## config.mk

```make
export PLATFORM = sky130hd
export DESIGN_NAME = fb_source_switcher
export DESIGN_NICKNAME = d
export VERILOG_FILES = /design/src/rtl/fb_sw_pkg.sv /design/src/rtl/fb_edge_resolver.sv /design/src/rtl/fb_decision_delay.sv /design/src/rtl/fb_video_delay.sv /design/src/rtl/fb_blend_out.sv /design/src/rtl/fb_source_switcher.sv
export SDC_FILE = /design/constraint.sdc
export NUM_CORES = 1
export LEC_CHECK = 0
export BUFFER_PORTS_ARGS = -buffer_cell sky130_fd_sc_hd__buf_2
export CAP_MARGIN = 20
export CORE_MARGIN = 3
export CORE_UTILIZATION = 57
export DETAILED_ROUTE_END_ITERATION = 6
export MAX_ROUTING_LAYER = met4
export PLACE_DENSITY_LB_ADDON = 0.3
export SLEW_MARGIN = 15
export SYNTH_ARGS = -nofsm -noshare
export SYNTH_HDL_FRONTEND = slang
export SYNTH_SLANG_ARGS = --single-unit
```

## constraint.sdc

```tcl
create_clock -name clk -period 12.1 [get_ports clk]
set_clock_uncertainty 0.15 [all_clocks]
set_input_delay 0.605 -clock clk [delete_from_list [all_inputs] [get_ports clk]]
set_output_delay 0.605 -clock clk [all_outputs]
set_load 0.02 [all_outputs]
```

## src/rtl/fb_sw_pkg.sv

```systemverilog
// Shared constants and helpers for the fast blank source switcher.
// Assumes eight fast blank samples per pixel clock.
package fb_sw_pkg;
    localparam int FB_PHASES  = 8;
    localparam int FB_FRAC_W  = $clog2(FB_PHASES);
    localparam int FB_ALPHA_W = $clog2(FB_PHASES + 1);
    localparam int FB_ADJ_W   = FB_FRAC_W + 1;

    typedef logic [FB_ALPHA_W-1:0] alpha_t;
endpackage

```

## src/rtl/fb_edge_resolver.sv

```systemverilog
// Resolves the sub-clock fast blank position. It shifts the sample stream
// later by a fractional phase count, then counts the RGB-selecting phases
// in the current clock. Assumes fb_in bit 0 is the earliest phase.
module fb_edge_resolver
    import fb_sw_pkg::*;
(
    input  logic                 clk,
    input  logic                 rst_n,
    input  logic [FB_PHASES-1:0] fb_in,
    input  logic [FB_FRAC_W-1:0] frac,
    output alpha_t               alpha
);
    localparam int WIN_W = 2 * FB_PHASES;

    logic [FB_PHASES-1:0] fb_prev;
    logic [WIN_W-1:0]     win_sh;
    logic [FB_PHASES-1:0] eff;

    // Hold the previous clock's samples so a delayed edge can reach back.
    always_ff @(posedge clk) begin
        if (!rst_n) fb_prev <= '0;
        else        fb_prev <= fb_in;
    end

    // Shift the two-clock window later by frac phases and keep the current slot.
    always_comb begin
        win_sh = {fb_in, fb_prev} << frac;
        eff    = win_sh[WIN_W-1:FB_PHASES];
    end

    // Count RGB-selecting phases to form the blend weight.
    always_comb begin
        alpha = '0;
        for (int j = 0; j < FB_PHASES; j++) begin
            alpha = alpha + alpha_t'(eff[j]);
        end
    end

    // with RGB held across both clocks, every shift yields full weight.
    p_full_rgb_r4: assert property (@(posedge clk) disable iff (!rst_n)
        ((&fb_in) && (&fb_prev)) |-> (alpha == alpha_t'(FB_PHASES)));

    // with composite held across both clocks, every shift yields zero.
    p_no_rgb_r4: assert property (@(posedge clk) disable iff (!rst_n)
        ((fb_in == '0) && (fb_prev == '0)) |-> (alpha == '0));
endmodule

```

## src/rtl/fb_decision_delay.sv

```systemverilog
// Keeps a history of blend weights and picks the one whose age matches
// the base latency plus the signed pixel offset plus the phase spill.
// Ages below zero are clamped to the current weight.
module fb_decision_delay
    import fb_sw_pkg::*;
#(
    parameter int LAT   = 4,
    parameter int DLY_W = 3
) (
    input  logic                    clk,
    input  logic                    rst_n,
    input  alpha_t                  alpha_in,
    input  logic signed [DLY_W-1:0] dly,
    input  logic                    spill,
    output alpha_t                  alpha_sel
);
    localparam int AGE_BASE = LAT - 1;
    localparam int AGE_MAX  = AGE_BASE + (2 ** (DLY_W - 1)) - 1 + 1;

    alpha_t hist [1:AGE_MAX];
    int     age;

    // Shift the weight history one pixel per clock.
    always_ff @(posedge clk) begin
        if (!rst_n) begin
            for (int i = 1; i <= AGE_MAX; i++) hist[i] <= '0;
        end else begin
            hist[1] <= alpha_in;
            for (int i = 2; i <= AGE_MAX; i++) hist[i] <= hist[i-1];
        end
    end

    // Form the requested age and clamp it at the newest available weight.
    always_comb begin
        age = AGE_BASE + int'(dly) + int'(spill);
        if (age < 0) age = 0;
    end

    // Pick the weight of the requested age.
    always_comb begin
        alpha_sel = alpha_in;
        for (int i = 1; i <= AGE_MAX; i++) begin
            if (age == i) alpha_sel = hist[i];
        end
    end
endmodule

```

## src/rtl/fb_video_delay.sv

```systemverilog
// Fixed-depth pixel delay line that aligns a video path with the decision path.
// Assumes STAGES >= 1.
module fb_video_delay #(
    parameter int W      = 8,
    parameter int STAGES = 3
) (
    input  logic         clk,
    input  logic         rst_n,
    input  logic [W-1:0] din,
    output logic [W-1:0] dout
);
    logic [W-1:0] stg [1:STAGES];

    // First stage captures the incoming pixel.
    always_ff @(posedge clk) begin
        if (!rst_n) stg[1] <= '0;
        else        stg[1] <= din;
    end

    for (genvar s = 2; s <= STAGES; s++) begin : g_stage
        // Each later stage forwards the pixel one clock further.
        always_ff @(posedge clk) begin
            if (!rst_n) stg[s] <= '0;
            else        stg[s] <= stg[s-1];
        end
    end

    assign dout = stg[STAGES];
endmodule

```

## src/rtl/fb_blend_out.sv

```systemverilog
// Output stage: applies the manual override or the automatic weight and
// registers the rounded weighted mix of the two aligned pixels.
module fb_blend_out
    import fb_sw_pkg::*;
#(
    parameter int W = 8
) (
    input  logic         clk,
    input  logic         rst_n,
    input  logic [W-1:0] rgb_in,
    input  logic [W-1:0] cvbs_in,
    input  alpha_t       alpha_auto,
    input  logic         man_en,
    input  logic         man_sel,
    output logic [W-1:0] out_pix,
    output alpha_t       out_alpha
);
    localparam int ACC_W = W + FB_ALPHA_W;
    localparam int RND   = FB_PHASES / 2;

    alpha_t           a_use;
    logic [ACC_W-1:0] acc;
    logic [W-1:0]     mix;
    logic [W-1:0]     lo;
    logic [W-1:0]     hi;

    // Replace the weight with an end value in manual mode.
    always_comb begin
        if (man_en) a_use = man_sel ? alpha_t'(FB_PHASES) : '0;
        else        a_use = alpha_auto;
    end

    // Weighted sum with round-half-up, then divide by the phase count.
    always_comb begin
        acc = ACC_W'(a_use) * ACC_W'(rgb_in)
            + ACC_W'(alpha_t'(FB_PHASES) - a_use) * ACC_W'(cvbs_in)
            + ACC_W'(RND);
        mix = acc[FB_FRAC_W +: W];
    end

    // Bounds of the two sources, used by the range check below.
    always_comb begin
        lo = (rgb_in < cvbs_in) ? rgb_in : cvbs_in;
        hi = (rgb_in < cvbs_in) ? cvbs_in : rgb_in;
    end

    // Register the output pixel and the weight that produced it.
    always_ff @(posedge clk) begin
        if (!rst_n) begin
            out_pix   <= '0;
            out_alpha <= '0;
        end else begin
            out_pix   <= mix;
            out_alpha <= a_use;
        end
    end

    // a manual RGB choice passes the RGB pixel through unchanged.
    p_manual_rgb_r8: assert property (@(posedge clk) disable iff (!rst_n)
        (man_en && man_sel) |=>
        ((out_alpha == alpha_t'(FB_PHASES)) && (out_pix == $past(rgb_in))));

    // a manual composite choice passes the composite pixel through.
    p_manual_cvbs_r8: assert property (@(posedge clk) disable iff (!rst_n)
        (man_en && !man_sel) |=> ((out_alpha == '0) && (out_pix == $past(cvbs_in))));

    // a blended pixel never leaves the range spanned by its two sources.
    p_blend_bounds_r3: assert property (@(posedge clk) disable iff (!rst_n)
        1'b1 |=> ((out_pix >= $past(lo)) && (out_pix <= $past(hi))));

    // the reported weight never exceeds the full scale.
    p_alpha_scale_r3: assert property (@(posedge clk) disable iff (!rst_n)
        1'b1 |=> (out_alpha <= alpha_t'(FB_PHASES)));
endmodule

```

## src/rtl/fb_source_switcher.sv

```systemverilog
// Top level of the fast blank source switcher. It registers the settings,
// resolves the fast blank edge, delays the decision and both video paths
// to a common latency of LAT pixels, and blends them on the edge pixel.
// Assumes both pixel streams and the fast blank samples are clock-aligned.
module fb_source_switcher
    import fb_sw_pkg::*;
#(
    parameter int PIX_W = 8,
    parameter int LAT   = 4,
    parameter int DLY_W = 3
) (
    input  logic                  clk,
    input  logic                  rst_n,
    input  logic [FB_PHASES-1:0]  fb_phases,
    input  logic [PIX_W-1:0]      cvbs_pix,
    input  logic [PIX_W-1:0]      rgb_pix,
    input  logic                  man_en,
    input  logic                  man_sel,
    input  logic [FB_ADJ_W-1:0]   phase_adj,
    input  logic [DLY_W-1:0]      pix_dly,
    output logic [PIX_W-1:0]      out_pix,
    output logic [FB_ALPHA_W-1:0] out_alpha
);
    localparam int VID_STAGES = LAT - 1;

    logic                    cfg_man_en;
    logic                    cfg_man_sel;
    logic [FB_ADJ_W-1:0]     cfg_adj;
    logic signed [DLY_W-1:0] cfg_dly;
    alpha_t                  alpha_now;
    alpha_t                  alpha_sel;
    logic [PIX_W-1:0]        rgb_al;
    logic [PIX_W-1:0]        cvbs_al;

    // Capture the settings so they change only on a clock edge.
    always_ff @(posedge clk) begin
        if (!rst_n) begin
            cfg_man_en  <= 1'b0;
            cfg_man_sel <= 1'b0;
            cfg_adj     <= '0;
            cfg_dly     <= '0;
        end else begin
            cfg_man_en  <= man_en;
            cfg_man_sel <= man_sel;
            cfg_adj     <= phase_adj;
            cfg_dly     <= pix_dly;
        end
    end

    fb_edge_resolver u_resolver (
        .clk   (clk),
        .rst_n (rst_n),
        .fb_in (fb_phases),
        .frac  (cfg_adj[FB_FRAC_W-1:0]),
        .alpha (alpha_now)
    );

    fb_decision_delay #(.LAT(LAT), .DLY_W(DLY_W)) u_decision (
        .clk       (clk),
        .rst_n     (rst_n),
        .alpha_in  (alpha_now),
        .dly       (cfg_dly),
        .spill     (cfg_adj[FB_ADJ_W-1]),
        .alpha_sel (alpha_sel)
    );

    fb_video_delay #(.W(PIX_W), .STAGES(VID_STAGES)) u_rgb_dly (
        .clk   (clk),
        .rst_n (rst_n),
        .din   (rgb_pix),
        .dout  (rgb_al)
    );

    fb_video_delay #(.W(PIX_W), .STAGES(VID_STAGES)) u_cvbs_dly (
        .clk   (clk),
        .rst_n (rst_n),
        .din   (cvbs_pix),
        .dout  (cvbs_al)
    );

    fb_blend_out #(.W(PIX_W)) u_blend (
        .clk        (clk),
        .rst_n      (rst_n),
        .rgb_in     (rgb_al),
        .cvbs_in    (cvbs_al),
        .alpha_auto (alpha_sel),
        .man_en     (cfg_man_en),
        .man_sel    (cfg_man_sel),
        .out_pix    (out_pix),
        .out_alpha  (out_alpha)
    );

    // a manual setting seen at the ports reaches the output two edges later.
    p_manual_latency_r10: assert property (@(posedge clk) disable iff (!rst_n)
        (man_en && man_sel) |=> (cfg_man_en |=> (out_alpha == alpha_t'(FB_PHASES))));
endmodule

```

==> metrics.txt <==
Net Sw Frac=36.65%; critical path arrival=10.84 ns; switching pwr=0.3829 mW; H-tree Lvls=3; clk slew on worst S/H paths=0.08 ns; vias in the first global route=4,793; first-pass GRT wire length=22,670 um; Mapped Nets=803; DRC Markers=0; crit-path most repeated cell=fa_1; core box area=10,980 um2; multi-input logic area=3934 um2; top cells by area, synth=dfxtp_1, fa_1, and2_1, ha_1, inv_1; Post-synth EDFFs=0; FMAX=93.31 MHz; prevailing post-synth register cell=dfxtp_1; Via density=5.302; # fillers=902; Worst Setup Start Kind=flop; Skew-Pair Late Insertion Delay=0.35 ns; CTS tree=built; FFs w/ async S/R, synth=0%; top cells by count, synth=and2_1, dfxtp_1, inv_1; sequential share of power=36.9%; Ys Warns=0; I/O pin count=47; number of synthesized register bits=104; cell class contributing the biggest share of worst-path delay=adder cells; clock sinks=104; Yosys top cell area share=32.07%; critical path class=flop to flop; share of layout cells above drive strength 1=11.08%; Root Buffer=clkbuf_16; setup TNS=0 ns; Least-Margin Pin Slew=0.7590 ns; GPL Wtd Cong=0.9569; total gr overflow=0; Hold Vio Cnt, Final=0; hold_buf cts=0; RSZ-0062 raised after global routing=false; crit share post-route=88.57%; Final ANT Viol Nets=0; Int Pwr=0.6619 mW; die height=112.7 um; DR WL/cell=15.04 um; Slew HR=49.40%; fin nets=839; Cell Pwr Density=146.6 nW/um2; Post-Route WL=12,830 um; Synth Instances=672; count leader, synth=and2_1; Yosys cell types=61; pre-CTS setup slack=1.441 ns; Comb pwr share=35.2%; gr usage total=22.93%; die area=12,710 um2; Final Setup Violations=0; Initial Util=59.11%; Pre-antenna DRT Iters=5; crit path buf inv count=7; HP Class=flop to flop; Die W=112.7 um; Setup crit end kind=flop; Register Area=2082 um2; register area share after synthesis=32.07%; Clk pwr share=27.9%; Avg Cell Area, Syn=9.661 um2; status=completed; Peak VDD IR=150.4 uV; slowest CP cell=dfxtp_1; LEAKAGE=3.238 nW; DR vias=4,523; post-CTS setup repair buffer count=0; port bufs=46; largest net degree at the start of global routing=89; CTS resizes=0; Crit Path Max Fanout=14; Antenna diodes=0; max incr delay on CP=0.79 ns; Mapped Area=6492 um2; max-cap violations=0; post-layout minimum cycle time=10.72 ns; Final WS setup=1.383 ns; Max Slew Vio Count=0; synthesis-to-layout area growth=9.809%; initial antenna violation count=0; post-synth top area cell=dfxtp_1; Worst Path Required=12.22 ns; CTS Buf Count=9; detailed-placement wirelength estimate=9917 um; # rows=38; Initial DRC Count=149; CTS max path bufs=2
layout make-up:
cell class                      instances  share of cell area [%]
Inverter                              101                   5.318
Timing Repair Buffer                   49                   3.545
Sequential cell                       104                   29.20
Multi-Input combinational cell        443                   55.18
Clock buffer                            9                   3.159
Clock inverter                          7                   1.141
Tap cell                              140                   2.457
flip-flops by register name, summed over array words and instances, names as in the netlist:
signal	count
u_resolver.fb_prev	7
u_blend.out_alpha	4
cfg_man_sel	1
u_blend.out_pix	8
cfg_man_en	1
u_cvbs_dly.stg	24
cfg_dly	3
u_rgb_dly.stg	24
cfg_adj	4
u_decision.hist	28
routing by layer:
metal	track usage, %	vias to the layer above	share of wire [%]
li1	-	2195	-
met2	36.37	142	46
met1	28.97	2161	46
met3	5.508	25	6.2
met4	7.933	0	2.1
met5	-	-	0
cells in the final DEF (no fill, tap or decap), types with 2 or more instances in the layout:
master	count
inv_1	100
nor2b_1	12
clkinv_4	2
clkbuf_16	9
buf_2	46
nor3b_1	2
a21oi_1	13
mux4_2	4
nor2_1	18
and3_1	2
o22ai_1	2
a21boi_0	2
or3_1	3
a2111oi_0	2
nor4_1	2
clkinv_8	2
nand2b_1	5
fa_1	61
mux2i_1	21
ha_1	35
o31ai_1	4
mux2_2	3
a211oi_1	2
xnor2_1	14
nand3_1	9
dfxtp_1	104
nor3_1	12
o21ai_0	13
inv_8	2
and2_1	116
o21a_1	3
xor2_1	5
buf_4	3
nand2_1	50
worst register-to-register path, delay by kind of cell, from the launching register on:
family	cells	cell delay [ns]
AOI/OAI and AO/OA	11	2.04
xor gates and xnor gates	1	0.11
adders and majority gates	12	5.21
buffers and inverters	7	0.61
DFF	1	0.79
muxes	2	0.62
and+or+nand+nor	4	1.09
worst paths after layout:
path,from,to,slack (ns),depth (start not counted)
hold / removal,u_cvbs_dly.stg[0][15]$_SDFF_PN0_,u_cvbs_dly.stg[0][23]$_SDFF_PN0_,0.28,1
hold reg to reg,u_cvbs_dly.stg[0][15]$_SDFF_PN0_,u_cvbs_dly.stg[0][23]$_SDFF_PN0_,0.28,1
setup reg to reg,cfg_adj[0]$_SDFF_PN0_,u_blend.out_pix[7]$_SDFF_PN0_,1.38,37
setup / recovery,cfg_adj[0]$_SDFF_PN0_,u_blend.out_pix[7]$_SDFF_PN0_,1.38,37
power by group through the flow:
stage | Sequential [mW] | Clock (mW) | Combinational [mW]
finish | 0.385 | 0.292 | 0.368
global placement | 0.393 | 0 | 0.356
floorplan | 0.404 | 0 | 0.258
global route | 0.389 | 0.311 | 0.418
CTS | 0.385 | 0.297 | 0.370
detailed placement | 0.393 | 0 | 0.369
per-stage QoR:
step           util [%]  area (um2)  instances  power (mW)  hold slack [ns]
2_1_floorplan         -        6492        672      0.6622           0.2604
3_3_place_gp      62.12        6823        837      0.7484           0.2641
3_5_place_dp      62.12        6823        837      0.7619           0.2679
4_1_cts           64.91        7129        853       1.053           0.2858
5_1_grt           64.91        7129        853       1.118           0.2955
6_report          64.91        7129        853       1.045           0.2838
cell families (layout without fill, tap and decap cells):
family          after synthesis  in the layout  share of synthesized area, %
flops                       104            104                         32.07
buf+inv                     125            166                         7.342
fa+ha+maj                    96             96                         25.55
xor+xnor                     19             19                         2.563
simple gates                241            241                         20.68
compound gates               59             59                         6.649
mux                          28             28                         5.145
Power figures use the tool's default switching activity.
